## src/rtl/bwm_pkg.sv

```systemverilog
package bwm_pkg;
  // Full-adder sum and carry used by every array cell and the final adder.
  function automatic logic fa_sum(input logic x, input logic y, input logic z);
    return x ^ y ^ z;
  endfunction

  function automatic logic fa_carry(input logic x, input logic y, input logic z);
    return (x & y) | (x & z) | (y & z);
  endfunction

  // Modified Baugh-Wooley correction: constant ones at columns n and 2n-1.
  function automatic logic corr_bit(input int n, input int col);
    return (col == n) || (col == 2 * n - 1);
  endfunction
endpackage

```

## src/rtl/bwm_pp_row.sv

```systemverilog
module bwm_pp_row #(
  parameter int N   = 16,
  parameter int ROW = 0
) (
  input  logic [N-1:0]   mcand,
  input  logic           mplier_bit,
  output logic [2*N-1:0] pp_vec
);
  localparam int W = 2 * N;

  for (genvar k = 0; k < W; k++) begin : g_col
    if (k >= ROW && k < ROW + N) begin : g_live
      localparam int I = k - ROW;
      // Cells pairing exactly one sign bit take the inverted term.
      if ((I == N - 1) != (ROW == N - 1)) begin : g_inv
        assign pp_vec[k] = ~(mcand[I] & mplier_bit);
      end else begin : g_plain
        assign pp_vec[k] = mcand[I] & mplier_bit;
      end
    end else begin : g_zero
      assign pp_vec[k] = 1'b0;
    end
  end
endmodule

```

## src/rtl/bwm_csa_row.sv

```systemverilog
module bwm_csa_row #(
  parameter int W = 32
) (
  input  logic [W-1:0] sum_in,
  input  logic [W-1:0] cry_in,
  input  logic [W-1:0] pp_in,
  output logic [W-1:0] sum_out,
  output logic [W-1:0] cry_out
);
  import bwm_pkg::*;

  assign cry_out[0] = 1'b0;
  for (genvar k = 0; k < W; k++) begin : g_fa
    assign sum_out[k] = fa_sum(sum_in[k], cry_in[k], pp_in[k]);
    // Carry leaves one column higher; the top carry falls off (mod 2^W).
    if (k < W - 1) begin : g_up
      assign cry_out[k+1] = fa_carry(sum_in[k], cry_in[k], pp_in[k]);
    end
  end
endmodule

```

## src/rtl/bwm_cpa.sv

```systemverilog
module bwm_cpa #(
  parameter int W = 32
) (
  input  logic [W-1:0] op_x,
  input  logic [W-1:0] op_y,
  output logic [W-1:0] total
);
  import bwm_pkg::*;

  logic [W:0] chain;
  assign chain[0] = 1'b0;
  for (genvar k = 0; k < W; k++) begin : g_rip
    assign total[k]   = fa_sum(op_x[k], op_y[k], chain[k]);
    assign chain[k+1] = fa_carry(op_x[k], op_y[k], chain[k]);
  end
endmodule

```

## src/rtl/bw_csa_mult.sv

```systemverilog
module bw_csa_mult #(
  parameter int N       = 16,
  parameter bit OUT_REG = 1'b1
) (
  input  logic                  clk,
  input  logic                  rst,
  input  logic signed [N-1:0]   a_in,
  input  logic signed [N-1:0]   b_in,
  output logic signed [2*N-1:0] prod_out
);
  import bwm_pkg::*;

  localparam int W = 2 * N;

  logic [W-1:0] sum_v [0:N];
  logic [W-1:0] cry_v [0:N];
  logic [W-1:0] pp_v  [0:N-1];
  logic [W-1:0] prod_c;

  // Seed the sum vector with the precomputed constant ones.
  for (genvar k = 0; k < W; k++) begin : g_seed
    assign sum_v[0][k] = corr_bit(N, k);
  end
  assign cry_v[0] = '0;

  for (genvar j = 0; j < N; j++) begin : g_row
    bwm_pp_row #(.N(N), .ROW(j)) u_pp (
      .mcand      (a_in),
      .mplier_bit (b_in[j]),
      .pp_vec     (pp_v[j])
    );
    bwm_csa_row #(.W(W)) u_csa (
      .sum_in  (sum_v[j]),
      .cry_in  (cry_v[j]),
      .pp_in   (pp_v[j]),
      .sum_out (sum_v[j+1]),
      .cry_out (cry_v[j+1])
    );

    // each row conserves the carry-save total plus its partial product.
    assert_row_keeps_sum_R5: assert property (@(posedge clk) disable iff (rst)
      (sum_v[j+1] + cry_v[j+1]) == (sum_v[j] + cry_v[j] + pp_v[j]));
  end

  bwm_cpa #(.W(W)) u_cpa (
    .op_x  (sum_v[N]),
    .op_y  (cry_v[N]),
    .total (prod_c)
  );

  if (OUT_REG) begin : g_reg
    logic signed [W-1:0] prod_q;
    logic signed [W-1:0] ref_prod;
    assign ref_prod = a_in * b_in;

    always_ff @(posedge clk) begin
      if (rst) prod_q <= '0;
      else     prod_q <= prod_c;
    end
    assign prod_out = prod_q;

    assert_product_R1: assert property (@(posedge clk) disable iff (rst)
      1'b1 |=> prod_out == $past(ref_prod));
    assert_reset_clears_R2: assert property (@(posedge clk)
      rst |=> prod_out == '0);
    assert_min_sq_R3: assert property (@(posedge clk) disable iff (rst)
      (a_in == {1'b1, {(N-1){1'b0}}} && b_in == {1'b1, {(N-1){1'b0}}})
      |=> prod_out == (W'(1) << (W - 2)));
    assert_min_neg1_R4: assert property (@(posedge clk) disable iff (rst)
      (a_in == {1'b1, {(N-1){1'b0}}} && b_in == '1)
      |=> prod_out == (W'(1) << (N - 1)));
    assert_zero_R6: assert property (@(posedge clk) disable iff (rst)
      (a_in == '0 || b_in == '0) |=> prod_out == '0);
  end else begin : g_comb
    assign prod_out = prod_c;
  end
endmodule

```

## config.mk

```make
export PLATFORM = sky130hd
export DESIGN_NAME = bw_csa_mult
export DESIGN_NICKNAME = d
export VERILOG_FILES = /design/src/rtl/bwm_pkg.sv /design/src/rtl/bwm_pp_row.sv /design/src/rtl/bwm_csa_row.sv /design/src/rtl/bwm_cpa.sv /design/src/rtl/bw_csa_mult.sv
export SDC_FILE = /design/constraint.sdc
export NUM_CORES = 1
export LEC_CHECK = 0
export BUFFER_PORTS_ARGS = -buffer_cell sky130_fd_sc_hd__buf_2
export CELL_PAD_IN_SITES_DETAIL_PLACEMENT = 1
export CELL_PAD_IN_SITES_GLOBAL_PLACEMENT = 2
export CORE_MARGIN = 5
export CORE_UTILIZATION = 35
export CTS_CLUSTER_DIAMETER = 200
export CTS_CLUSTER_SIZE = 24
export DETAILED_ROUTE_END_ITERATION = 8
export PLACE_DENSITY_LB_ADDON = 0.1
export SKIP_CTS_REPAIR_TIMING = 1
export SYNTH_ARGS = -nofsm -noshare
export SYNTH_HDL_FRONTEND = slang
export SYNTH_HIERARCHICAL = 1
export SYNTH_SLANG_ARGS = --single-unit
```

## constraint.sdc

```tcl
create_clock -name clk -period 37.3 [get_ports clk]
set_input_delay 1.865 -clock clk [delete_from_list [all_inputs] [get_ports clk]]
set_output_delay 1.865 -clock clk [all_outputs]
set_load 0.02 [all_outputs]
```

Word level (Yosys, flattened, before mapping)
Cells that the tools add are included.
{ "totals": {"register_bits": 32, "latchBits": 0, "ramBits": 0, "romBits": 0, "inputBits": 34, "out_inout_bits": 32, "elab_cells": 1917, "memories": 0} }
{ "op_classes": {"add_sub_neg": 0, "n_mul": 0, "n_div": 0, "n_lt_le_gt_ge": 0, "n_eq_ne": 0, "shift": 0, "n_mux": 0, "n_bitwise": 1916, "n_reduce_logical": 0} }
{ "ops": {"columns": ["cell", "n"], "rows": [
  ["AND 1 bit", 958],
  ["bitwise XOR 1 bit", 479],
  ["bitwise OR 1 bit", 448],
  ["NOT 1 bit", 31]
]} }

Logic depth before layout (Yosys ltp)
Gate-level depths: netlist (run 1).
{ "depth": {"depth_word": 88, "ltp_mapped": 51, "depth_no_buf": 50} }

Hierarchy
Netlist (run 1), hierarchy kept.
{ "by_module_without_submodules": {"columns": ["mod", "instances", "cells_each", "area_per_inst_um2", "seq_area_each_um2"], "rows": [
  ["bwm_csa_row", 16, 34, 655.6, 0.0],
  ["bwm_pp_row (g_row[0].u_pp ...)", 15, 34, 246.5, 0.0],
  ["bw_csa_mult", 1, 69, 870.8, 640.6],
  ["bwm_cpa", 1, 32, 636.9, 0.0],
  ["bwm_pp_row (g_row[15].u_pp)", 1, 34, 198.9, 0.0]
]} }

Worst setup path before layout (run 1)
Ideal clock, no wire load.
{ "synth_timing": {"kind": "input to register", "from": "in b_in[0]", "to": "reg g_reg.prod_q[31], in the netlist prod_out[31]", "setup_time_ns": 0.114, "t_arrival_ns": 16.143, "required_time_ns": 37.186, "slack_ns": 21.044, "cell_stages": 35, "path_buffers": 1, "path_cell_list": "buf_6 and2_2 fa_1 fa_1 fa_1 fa_1 fa_1 fa_1 fa_1 fa_1 fa_1 fa_1 fa_1 fa_1 fa_1 fa_1 fa_1 fa_1 fa_1 fa_1 fa_1 fa_1 fa_1 fa_1 fa_1 fa_1 fa_1 fa_1 fa_1 fa_1 fa_1 fa_1 fa_1 xor3_1 nor2b_1"} }
{ "synth_lines": {"columns": ["element", "line_no", "rtl"], "rows": [
  ["start, declared", "bw_csa_mult.sv:8", "input logic signed [N-1:0] b_in,"],
  ["end signal, assigned", "bw_csa_mult.sv:58", "else prod_q <= prod_c;"],
  ["end, declared", "bw_csa_mult.sv:52", "logic signed [W-1:0] prod_q;"]
]} }

==> results.sh, run 1 <==
export IMPL_ys_flop_type="dfxtp_1"
export IMPL_numCtsBuffers=5
export IMPL_hold_violations=0
export IMPL_path_max_fanout=16
export IMPL_rows=78
export IMPL_routed_via_density=3.88
export IMPL_seq_area_frac_synth_pct=4.03
export IMPL_die_w_um=223
export IMPL_grt_max_degree=33
export IMPL_drt_initial_drc_count=57
export IMPL_grt_usage_pct=10.4
export IMPL_synth_cells=1189
export IMPL_hold_path_class="input pin to register"
export IMPL_start_kind="input pin"
export IMPL_nNetsFinal=1833
export IMPL_wirelength_um=23300
export IMPL_syn_area_per_cell_um2=13.4
export IMPL_syn2layout_area_growth_pct=0.929
export IMPL_synth_async_reset_ratio_pct=0
export IMPL_layout_min_cycle_time_ps=16440
export IMPL_critical_path_class="input pin to register"
export IMPL_synth_edf_count=0
export IMPL_ys_top_cells_by_area="fa_1, buf_4, and2_2"
export IMPL_cap_violations=0
export IMPL_yosysTopAreaCellShare_pct=66.3
export IMPL_drc=0
export IMPL_overflow=0
export IMPL_drv_slew=0
export IMPL_ioPinCount=66
export IMPL_cts_num_sinks=32
export IMPL_ant_nets=0
export IMPL_clk_path_buf_depth=2
export IMPL_ys_warn_count=6
export IMPL_synthMostInstantiatedCell="fa_1"
export IMPL_period_share_pct=44.1
export IMPL_worstPathArrival_ps=16590
export IMPL_wire_per_inst_um=12.4
export IMPL_htree_levels=2
export IMPL_ys_seq_elements=32
export IMPL_die_h_um=223
export IMPL_dieArea_um2=49800
export IMPL_cts_tree="done"
export IMPL_first_pass_iters=4
export IMPL_grt_pass1_vias=9195
export IMPL_drive_gt1_share_pct=18.8
export IMPL_largest_register_ffs=32
export IMPL_nFillCells=4953
export IMPL_grt_pass1_wl_um=43000
export IMPL_tns_ps=0
export IMPL_syn_cell_area_um2=15900
export IMPL_tightest_slew_ps=618
export IMPL_setup_violations=0
export IMPL_yosys_area_top_type="fa_1"
export IMPL_relSlewSlack_pct=58.8
export IMPL_crit_slowest_cell="fa_1"
export IMPL_status="finished, final reports clean"
export IMPL_hpwl_um=23000
export IMPL_regArea_um2=641
export IMPL_antenna_found_initial=0
export IMPL_slowest_delay_ps=530
export IMPL_ys_top_cells_by_count="fa_1, buf_4, and2_2"
export IMPL_cp_common_cell="fa_1"
export IMPL_synthDistinctLibCells=11
export IMPL_coreArea_um2=45200
export IMPL_critPathRequiredTime_ps=37440
export IMPL_via_count=7275
export IMPL_clkTransAtPathRegs_ps=60
export IMPL_end_kind="register"
export IMPL_start_util_pct=35.2
export IMPL_cts_root_buf="clkbuf_16"
export IMPL_fmax_mhz=60.8
export IMPL_portBuffers=65
export IMPL_multi_input_area_um2=14100
export IMPL_rsz0062_at_grt="false"
export IMPL_place_congestion=0.688
export IMPL_n_antenna_cell=0
==> cells by family after synthesis <==
kind of cell	count (synthesis)	synth area share, %
buffers and inverters	291	14.1
DFF	32	4.03
xor gates and xnor gates	17	2.54
adders and majority gates	527	66.3
other	34	0.803
and+or+nand+nor	288	12.2
==> per-stage QoR <==
| stage | hold slack [ps] | setup slack, ps | std cells | util, % | cell area [um^2] |
|---|---|---|---|---|---|
| floorplan | 1940 | 21040 | 1491 | - | 17000 |
| global placement | 2280 | 20490 | 1865 | 35.1 | 15900 |
| detailed placement | 2280 | 20380 | 1865 | 35.1 | 15900 |
| CTS | 2110 | 20680 | 1873 | 35.5 | 16000 |
| global route | 2150 | 20190 | 1873 | 35.5 | 16000 |
| finish | 2100 | 20860 | 1873 | 35.5 | 16000 |
==> critical path: cells and delay by family <==
kind / cells / cell delay [ps]
xor+xnor: 1 / 180
simple gates: 2 / 250
fa+ha+maj: 31 / 14060
buf+inv: 1 / 260
==> cell usage in the layout (no fill, tap or decap) <==
cell and instances:
xor3_1 17, fa_1 526, nor2b_1 32, clkbuf_8 2, clkbuf_16 5, buf_2 65, bufinv_16 1, and2_2 166
conb_1 336, ha_1 1, and2_1 60, nand2_1 30, dfxtp_1 32
==> layout make-up <==
| type | count | area share [%] |
|---|---|---|
| clock buffer | 7 | 0.952 |
| clock inverter | 1 | 0.187 |
| sequential | 32 | 3.99 |
| timing repair buffer | 65 | 2.03 |
| multi-input combinational | 1168 | 88.2 |
| tap | 600 | 4.68 |
==> routing by layer <==
| metal | up-vias | global-route usage (%) | wire, um |
|---|---|---|---|
| li1 | 3094 | - | - |
| met1 | 4161 | 11.4 | 7960 |
| met2 | 16 | 22.3 | 15100 |
| met3 | 4 | 0.697 | 182 |
| met4 | 0 | 0.711 | 65 |
| met5 | - | 0 | 0 |
==> final timing paths <==
check	from	end	slack, ps	cells past startpoint
setup / recovery	a_in[15]	prod_out[31]	20860	35
hold / removal	rst	prod_out[27]	2100	2
Power of run 1 is not shown: default switching activity piles up to over one toggle a cycle in this logic, so the estimate is an artifact.
==> run 2: changes to the inputs <==
- clock period: 37.3 -> 16.8 ns (I/O delays scaled with it)
==> results.sh, run 2 (same netlist as run 1, synthesis figures left out) <==
export IMPL_status="finished, final reports clean"
export IMPL_busiest_layer="met2"
export IMPL_nNetsFinal=1833
export IMPL_layout_core_utilization_pct=35.4
export IMPL_start_util_pct=35.2
export IMPL_tightest_slew_ps=613
export IMPL_largest_register_ffs=32
export IMPL_die_w_um=223
export IMPL_cts_tree="done"
export IMPL_drt_initial_drc_count=70
export IMPL_critPathRequiredTime_ps=16940
export IMPL_wire_per_inst_um=12.4
export IMPL_pre_cts_ws_ps=890
export IMPL_slowest_delay_ps=530
export IMPL_clk_path_buf_depth=2
export IMPL_use_met1_pct=11.6
export IMPL_setup_violations=0
export IMPL_grt_max_degree=33
export IMPL_tns_ps=0
export IMPL_wirelength_um=23300
export IMPL_grt_pass1_wl_um=43200
export IMPL_final_cell_mix="fa_1, conb_1, and2_2"
export IMPL_drive_gt1_share_pct=18.8
export IMPL_crit_slowest_cell="fa_1"
export IMPL_grt_use_met2_pct=22.3
export IMPL_path_buf_inv=1
export IMPL_end_kind="register"
export IMPL_cts_num_sinks=32
export IMPL_rows=78
export IMPL_worstPathArrival_ps=15580
export IMPL_numCtsBuffers=5
export IMPL_first_pass_iters=4
export IMPL_coreArea_um2=45200
export IMPL_grt_pass1_vias=9207
export IMPL_period_share_pct=91.9
export IMPL_routed_via_density=3.88
export IMPL_hold_depth=2
export IMPL_ioPinCount=66
export IMPL_layout_min_cycle_time_ps=15440
export IMPL_path_depth=35
export IMPL_drv_slew=0
export IMPL_fin_ws_ps=1360
export IMPL_dieArea_um2=49800
export IMPL_portBuffers=65
export IMPL_cap_violations=0
export IMPL_hpwl_um=23000
export IMPL_critical_path_class="input pin to register"
export IMPL_via_count=7272
export IMPL_antenna_found_initial=0
export IMPL_relSlewSlack_pct=59.1
export IMPL_die_h_um=223
export IMPL_ant_nets=0
export IMPL_final_common_cell="fa_1"
export IMPL_rsz0062_at_grt="false"
export IMPL_nFillCells=4941
export IMPL_path_max_fanout=16
export IMPL_clkTransAtPathRegs_ps=60
export IMPL_grt_use_met3_pct=0.684
export IMPL_fmax_mhz=64.8
export IMPL_cp_common_cell="fa_1"
export IMPL_htree_levels=2
export IMPL_grt_usage_pct=10.4
export IMPL_drc=0
export IMPL_syn2layout_area_growth_pct=0.717
export IMPL_n_antenna_cell=0
export IMPL_crit_family="adder cells"
export IMPL_overflow=0
export IMPL_hold_violations=0
export IMPL_placed_cells=1865
export IMPL_place_congestion=0.688
export IMPL_fin_cells=1873
export IMPL_start_kind="input pin"
export IMPL_cts_root_buf="clkbuf_16"
export IMPL_hold_path_class="input pin to register"
## run 2: area by class of cell
class                   count  area (um^2)  share of cell area (%)
clock buffers               6          139                   0.868
clock inverters             2         10.0                  0.0625
multi-input cells        1168        14100                    88.3
flip-flops and latches     32          641                    4.00
well taps                 600          751                    4.69
repair buffers             65          325                    2.03
## run 2: path summary, 6_finish.rpt
path	slack [ps]	end	startpoint
max	1360	prod_out[31]	a_in[15]
min	1070	prod_out[12]	rst
## run 2: metal layers
layer / part of all wire, % / vias to the layer above / wire (um)
met5: 0 / - / 0
met4: 0.24 / 0 / 55
met3: 0.71 / 4 / 165
met2: 65 / 17 / 15000
met1: 34 / 4154 / 8030
li1: - / 3097 / -
## run 2: per-stage QoR
step           cell area, um^2  hold WS (ps)
3_5_place_dp             15900          1260
3_3_place_gp             15900          1260
4_1_cts                  16000          1090
2_1_floorplan            17000           912
6_report                 16000          1070
5_1_grt                  16000          1130
Power of run 2 is left out for the same reason.
==> run 3: changes to the inputs <==
- CELL_PAD_IN_SITES_DETAIL_PLACEMENT: 1 -> 0
==> results.sh, run 3 (same netlist as run 1, synthesis figures left out) <==
export IMPL_status="finished, final reports clean"
export IMPL_largest_register_ffs=32
export IMPL_setup_violations=0
export IMPL_cts_root_buf="clkbuf_16"
export IMPL_drc=0
export IMPL_die_w_um=223
export IMPL_grt_usage_pct=10.0
export IMPL_hold_path_class="input pin to register"
export IMPL_die_h_um=223
export IMPL_period_share_pct=91.7
export IMPL_end_kind="register"
export IMPL_clkTransAtPathRegs_ps=60
export IMPL_critPathRequiredTime_ps=16940
export IMPL_critical_path_class="input pin to register"
export IMPL_slowest_delay_ps=520
export IMPL_tns_ps=0
export IMPL_worstPathArrival_ps=15540
export IMPL_nNetsFinal=1833
export IMPL_cap_violations=0
export IMPL_routed_via_density=3.87
export IMPL_layout_min_cycle_time_ps=15400
export IMPL_layout_core_utilization_pct=35.4
export IMPL_overflow=0
export IMPL_ant_nets=0
export IMPL_tightest_slew_ps=625
export IMPL_grt_pass1_wl_um=41500
export IMPL_final_cell_mix="fa_1, conb_1, and2_2"
export IMPL_cts_tree="done"
export IMPL_hpwl_um=22200
export IMPL_wirelength_um=22600
export IMPL_final_common_cell="fa_1"
export IMPL_path_max_fanout=16
export IMPL_syn2layout_area_growth_pct=0.717
export IMPL_numCtsBuffers=5
export IMPL_grt_pass1_vias=8753
export IMPL_clk_path_buf_depth=2
export IMPL_rows=78
export IMPL_ioPinCount=66
export IMPL_hold_violations=0
export IMPL_place_congestion=0.688
export IMPL_start_util_pct=35.2
export IMPL_drive_gt1_share_pct=18.8
export IMPL_drv_slew=0
export IMPL_n_antenna_cell=0
export IMPL_coreArea_um2=45200
export IMPL_portBuffers=65
export IMPL_grt_max_degree=33
export IMPL_wire_per_inst_um=12.1
export IMPL_dieArea_um2=49800
export IMPL_cts_num_sinks=32
export IMPL_rsz0062_at_grt="false"
export IMPL_htree_levels=2
export IMPL_first_pass_iters=3
export IMPL_cp_common_cell="fa_1"
export IMPL_fmax_mhz=64.9
export IMPL_start_kind="input pin"
export IMPL_via_count=7242
export IMPL_drt_initial_drc_count=52
export IMPL_crit_slowest_cell="fa_1"
export IMPL_relSlewSlack_pct=58.3
export IMPL_antenna_found_initial=0
-- run 3: cell counts in the layout (fill, tap and decap cells not counted) --
Identical to the previous run, type by type.
-- run 3: path summary, 6_finish.rpt --
check | startpoint | to | slack (ps) | depth (start not counted)
worst max-delay path | a_in[15] | prod_out[31] | 1400 | 35
worst min-delay path | rst | prod_out[2] | 1080 | 2
-- run 3: layout make-up --
class | instances | area (um^2)
Tap cell | 600 | 751
Fill cell | 4633 | 29200
Timing Repair Buffer | 65 | 325
Multi-Input combinational cell | 1168 | 14100
Sequential cell | 32 | 641
Clock inverter | 2 | 10.0
Clock buffer | 6 | 139
-- run 3: per-stage QoR --
stage	hold slack [ps]	std cells	setup WS [ps]	instance area [um^2]
after global routing	1130	1873	787	16000
final	1080	1873	1400	16000
after CTS	1090	1873	1230	16000
after global placement	1260	1865	1010	15900
after detailed placement	1260	1865	924	15900
after floorplan	912	1491	1570	17000
-- run 3: worst max-delay path: cells and delay by family --
family | cells | cell delay (ps)
and+or+nand+nor | 2 | 250
adders and majority gates | 31 | 13980
xor gates and xnor gates | 1 | 190
buffers and inverters | 1 | 270
-- run 3: layer usage --
layer	global-route usage, %	up-vias	part of all wire [%]
met4	0.711	0	0.28
met3	0.645	5	0.62
li1	-	3095	-
met5	0	-	0
met1	11.4	4128	35
met2	21.0	14	64
Power of run 3 is left out for the same reason.
